$ cat config.mk
export PLATFORM = sky130hd
export DESIGN_NAME = lmfc_sysref_gen
export DESIGN_NICKNAME = d
export VERILOG_FILES = /design/src/rtl/lmfc_pkg.sv /design/src/rtl/lmfc_ctl_reg.sv /design/src/rtl/lmfc_ref_sync.sv /design/src/rtl/lmfc_phase_ctr.sv /design/src/rtl/lmfc_sysref_gen.sv
export SDC_FILE = /design/constraint.sdc
export NUM_CORES = 1
export LEC_CHECK = 0
export ABC_AREA = 1
export BUFFER_PORTS_ARGS = -buffer_cell sky130_fd_sc_hd__buf_4
export CAP_MARGIN = 10
export CORE_MARGIN = 2
export CORE_UTILIZATION = 25
export CTS_CLUSTER_SIZE = 24
export DETAILED_ROUTE_END_ITERATION = 8
export GPL_ROUTABILITY_DRIVEN = 1
export PLACE_DENSITY = 0.54
export RECOVER_POWER = 100
export SLEW_MARGIN = 20
export SYNTH_ARGS = -nofsm -noshare
export SYNTH_HDL_FRONTEND = slang
export SYNTH_SLANG_ARGS = --single-unit
export TNS_END_PERCENT = 10
$ cat constraint.sdc
create_clock -name clk -period 1.19 [get_ports clk]
set_input_delay 0.0595 -clock clk [delete_from_list [all_inputs] [get_ports clk]]
set_output_delay 0.0595 -clock clk [all_outputs]
set_load 0.05 [all_outputs]
$ cat src/rtl/lmfc_pkg.sv
package lmfc_pkg;

   localparam int CTL_W = 32;

   typedef enum logic [1:0] {
      PH_STEP  = 2'd0,
      PH_WRAP  = 2'd1,
      PH_ALIGN = 2'd2
   } ph_act_t;

endpackage

$ cat src/rtl/lmfc_ctl_reg.sv
module lmfc_ctl_reg
   import lmfc_pkg::*;
#(
   parameter int LEN_LSB   = 23,
   parameter int LEN_W     = 9,
   parameter int OFF_BIT   = 6,
   parameter int LEN_RESET = 19
) (
   input  logic             clk,
   input  logic             rst_n,
   input  logic             we,
   input  logic [CTL_W-1:0] wdata,
   output logic [LEN_W-1:0] len_field,
   output logic             smp_off
);

   localparam int LEN_MSB = LEN_LSB + LEN_W - 1;

   if (LEN_MSB >= CTL_W) begin : g_len_range_bad
      $error("length field does not fit the control word");
   end
   if (OFF_BIT >= LEN_LSB && OFF_BIT <= LEN_MSB) begin : g_off_overlap_bad
      $error("disable bit overlaps the length field");
   end

   always_ff @(posedge clk) begin
      if (!rst_n) begin
         len_field <= LEN_W'(LEN_RESET);
         smp_off   <= 1'b1;
      end else if (we) begin
         len_field <= wdata[LEN_MSB:LEN_LSB];
         smp_off   <= wdata[OFF_BIT];
      end
   end

endmodule

$ cat src/rtl/lmfc_ref_sync.sv
module lmfc_ref_sync #(
   parameter int STAGES = 2
) (
   input  logic clk,
   input  logic rst_n,
   input  logic din_async,
   output logic rise
);

   if (STAGES < 2) begin : g_stages_bad
      $error("synchronizer needs at least two stages");
   end

   logic [STAGES-1:0] chain_q;
   logic              prev_q;

   always_ff @(posedge clk) begin
      if (!rst_n) begin
         chain_q <= '0;
         prev_q  <= 1'b0;
      end else begin
         chain_q <= {chain_q[STAGES-2:0], din_async};
         prev_q  <= chain_q[STAGES-1];
      end
   end

   assign rise = chain_q[STAGES-1] & ~prev_q;

endmodule

$ cat src/rtl/lmfc_phase_ctr.sv
module lmfc_phase_ctr
   import lmfc_pkg::*;
#(
   parameter int LEN_W     = 9,
   parameter int LEN_RESET = 19
) (
   input  logic             clk,
   input  logic             rst_n,
   input  logic [LEN_W-1:0] len_cfg,
   input  logic             align,
   output logic [LEN_W-1:0] phase,
   output logic             strobe,
   output logic [LEN_W-1:0] len_act
);

   ph_act_t act;

   always_comb begin
      if (align)                 act = PH_ALIGN;
      else if (phase == len_act) act = PH_WRAP;
      else                       act = PH_STEP;
   end

   always_ff @(posedge clk) begin
      if (!rst_n) begin
         phase   <= '0;
         strobe  <= 1'b0;
         len_act <= LEN_W'(LEN_RESET);
      end else begin
         unique case (act)
            PH_ALIGN, PH_WRAP: begin
               phase   <= '0;
               strobe  <= 1'b1;
               len_act <= len_cfg;
            end
            default: begin
               phase  <= phase + 1'b1;
               strobe <= 1'b0;
            end
         endcase
      end
   end

endmodule

$ cat src/rtl/lmfc_sysref_gen.sv
module lmfc_sysref_gen
   import lmfc_pkg::*;
#(
   parameter int LEN_LSB     = 23,
   parameter int LEN_W       = 9,
   parameter int OFF_BIT     = 6,
   parameter int DEF_CYCLES  = 20,
   parameter int SYNC_STAGES = 2
) (
   input  logic             clk,
   input  logic             rst_n,
   input  logic             sysref_async,
   input  logic             ctl_we,
   input  logic [CTL_W-1:0] ctl_wdata,
   output logic             lmfc_strobe,
   output logic [LEN_W-1:0] lmfc_phase,
   output logic             sysref_seen
);

   localparam int LEN_RESET = DEF_CYCLES - 1;

   if (DEF_CYCLES < 1 || LEN_RESET >= (1 << LEN_W)) begin : g_def_bad
      $error("default length does not fit the length field");
   end

   logic [LEN_W-1:0] len_cfg;
   logic [LEN_W-1:0] len_act;
   logic             smp_off;
   logic             ref_rise;
   logic             cap_ok;

   lmfc_ctl_reg #(
      .LEN_LSB  (LEN_LSB),
      .LEN_W    (LEN_W),
      .OFF_BIT  (OFF_BIT),
      .LEN_RESET(LEN_RESET)
   ) u_ctl (
      .clk      (clk),
      .rst_n    (rst_n),
      .we       (ctl_we),
      .wdata    (ctl_wdata),
      .len_field(len_cfg),
      .smp_off  (smp_off)
   );

   lmfc_ref_sync #(
      .STAGES(SYNC_STAGES)
   ) u_sync (
      .clk      (clk),
      .rst_n    (rst_n),
      .din_async(sysref_async),
      .rise     (ref_rise)
   );

   assign cap_ok = ref_rise & ~smp_off;

   lmfc_phase_ctr #(
      .LEN_W    (LEN_W),
      .LEN_RESET(LEN_RESET)
   ) u_ctr (
      .clk    (clk),
      .rst_n  (rst_n),
      .len_cfg(len_cfg),
      .align  (cap_ok),
      .phase  (lmfc_phase),
      .strobe (lmfc_strobe),
      .len_act(len_act)
   );

   always_ff @(posedge clk) begin
      if (!rst_n)      sysref_seen <= 1'b0;
      else if (cap_ok) sysref_seen <= 1'b1;
      else if (ctl_we) sysref_seen <= 1'b0;
   end

endmodule

==> qor.txt <==
DR WL met3 -> 130 µm
First-pass GRT wire length -> 4643 µm
Initial core utilization -> 0.2604
Reg area -> 695.7 µm²
Sequential element share of the synthesized area -> 0.4967
HPWL after DPL -> 1956 µm
DRC -> 0
Ys async rst share -> 0
F_max -> 813.1 MHz
Die area -> 5920 µm²
Final-report hold violation count -> 0
GRT Total Usage -> 0.09841
Via count -> 1151
CP bufs+invs -> 1
Syn. warnings -> 0
Core ar. -> 5107 µm²
Max FO, Critical Path -> 6
Drt first pass iters -> 4
Mapped Nets -> 202
Fillcell total -> 542
Status -> complete, but fails checks
Dominant synthesized flop cell -> dfxtp_1
P&R area growth vs syn -> 53.81%
Clock Latency Late Sink -> 280 ps
Vias in the first global route -> 1048
Slowest cell delay on critical path -> 360 ps
Largest net degree at the start of global routing -> 23
Diodes inserted -> 0
VDD IR-drop max -> 0.0006680 V
Syn Inst Count -> 165
Post-synth EDFFs -> 0
Worst EP required -> 1350 ps
GR Overflow Total -> 0
Port buffer count -> 24
Top cell type's share of synthesized area -> 0.4967
Antenna-violating nets left -> 0
Setup bufs post-CTS -> 0
Vias per inst -> 3.955
Core Rows -> 26
Hold Crit Class -> in -> reg
Hold Slack -> 6.320 ps
CP Class -> reg -> reg
Commonest non-fill, non-tap cell in the layout -> buf_4
Pwr per Cell Area -> 1088 nW/µm²
Final worst slack -> -39.86 ps
Final non-filler cell total -> 291
Clock sinks -> 33
Post-Syn Area -> 1330 µm²
Crit share post-route -> 1.033
Fin nets -> 257
Measured slew at the worst slew-check pin -> 337.0 ps
Final clock skew -> 5.337 ps
# IOs -> 47
Max stage delay cell, worst path -> dfxtp_1
P_leak -> 0.9582 nW
Top Family by Delay on Critical Path -> simple AND/OR/NAND/NOR gates
Top layer in use -> met4
Die Ht -> 76.94 µm
Root Buffer Master -> clkbuf_8
CP Capture Type -> register
Library cells used by synthesis -> 19
Post-Route WL -> 2725 µm
DRT iter0 DRCs -> 32
Share of layout cells above drive strength 1 -> 0.3846
Yosys top cell by area -> dfxtp_1
Worst path cell trace -> xnor2_1 -> nand2_1 -> nor2_2 -> nand3_4 -> buf_6 -> nand3_2 -> nand3_1
Minimum clock period -> 1230 ps
DR WL met2 -> 1167 µm
Longest Clk Path Bufs -> 2
Final Max Slew Viols -> 0
Synth area leaders -> dfxtp_1 (50%), nand2_1 (9.0%), nor2_1 (7.1%)
Wire length per cell -> 9.364 µm
Yosys reg bits -> 33
Max_slew headroom -> 0.7751
TritonCTS clock tree -> built
Post-Syn Area per Cell -> 8.061 µm²
Chip width -> 76.94 µm
H-tree depth -> 2
WL met1 -> 1373 µm
Worst EP arrival -> 1390 ps
Placed cells -> 274
Antenna violations before repair -> 0
Final setup fails -> 8
Most frequent cells in the layout -> buf_4 (44), nand2_1 (32), nor2_1 (22), dfxtp_1 (21)
Area of the multi-input gates -> 674.4 µm²
Unrepaired setup endpoints after global routing -> true
Maxcap violations -> 0
Failing checks -> negative setup slack
Startpoint Class -> register
Clk slew on worst S/H paths -> 70 ps
Gpl congestion -> 0.7183
CTS Buf Count -> 5
==> logic make-up (layout without fill, tap and decap cells) <==
| kind of cell | count (synthesis) | in the layout | share of synthesized area |
|---|---|---|---|
| fa+ha+maj | 1 | 1 | 0.009406 |
| buf+inv | 21 | 77 | 0.07149 |
| simple gates | 88 | 88 | 0.2973 |
| compound gates | 8 | 8 | 0.03292 |
| xor+xnor | 14 | 14 | 0.09219 |
| flops | 33 | 33 | 0.4967 |
==> where the power goes <==
| part | total (W) | switching (W) | internal, W |
|---|---|---|---|
| Combinational | 0.000259 | 0.000132 | 0.000127 |
| Clock | 0.000802 | 0.000397 | 0.000404 |
| Sequential | 0.00117 | 0.0000298 | 0.00114 |
==> through the flow <==
step	worst slack, ps	TNS (ps)	power, W	instance area, µm²	util
detailed placement	-81.20	-1036	0.001417	1788	0.3501
CTS	-47.09	-333.4	0.002268	2021	0.3956
finish	-39.86	-264.1	0.002226	2046	0.4005
global placement	-53.77	-689.5	0.001416	1788	0.3501
floorplan	-65.92	-603.5	0.001320	1394	-
global route	-182.8	-2235	0.002343	2046	0.4005
==> final cells by class <==
cell class,count,area share
Clock buffer,5,0.03364
Clock inverter,3,0.007951
Inverter,13,0.02385
Multi-Input combinational cell,111,0.3297
Sequential cell,33,0.3401
Tap cell,70,0.04281
Timing Repair Buffer,56,0.2220
==> path summary, 6_finish.rpt <==
kind | from | to | slack [ps] | cells past startpoint
min reg2reg | u_sync.chain_q[0] | u_sync.chain_q[1] | 410 | 2
max | u_ctr.len_act[7] | u_ctr.len_act[4] | -40 | 7
max reg2reg | u_ctr.len_act[7] | u_ctr.len_act[4] | -40 | 7
min | ctl_wdata[29] | u_ctl.len_field[6] | 6 | 3
==> metal layers <==
layer / track usage / up-vias
met5: 0 / -
met1: 0.1257 / 488
met3: 0.03176 / 6
met2: 0.1456 / 22
li1: - / 635
met4: 0.05455 / 0
==> registers in the layout (all words and copies together), names as in the netlist <==
| register | cells |
|---|---|
| u_ctr.strobe | 1 |
| u_sync.chain_q | 2 |
| u_ctr.len_act | 9 |
| u_sync.prev_q | 1 |
| sysref_seen | 1 |
| u_ctl.smp_off | 1 |
| u_ctl.len_field | 9 |
| u_ctr.phase | 9 |
==> worst min-delay path, delay by kind of cell <==
family | cells | cell delay (ps)
buf+inv | 1 | 80
simple gates | 2 | 110
==> synthesized netlist by cell type (2+ instances only) <==
library cell	instances
xor2_1	7
nand2_1	32
clkbuf_1	5
nand3_1	18
dfxtp_1	33
buf_6	2
nand3_2	2
inv_1	13
nand4_1	8
o21ai_0	6
nor2_1	25
xnor2_1	7
==> what timing repair did <==
| item | CTS | global route |
|---|---|---|
| endpoints found under the hold margin | 9 | 0 |
| endpoints found under the setup margin | 20 | 20 |
| resized for setup | 13 | 5 |
| hold buffers | 9 | 0 |
| pin swaps | 12 | 7 |
No activity file was read; power rests on OpenSTA's default activity.
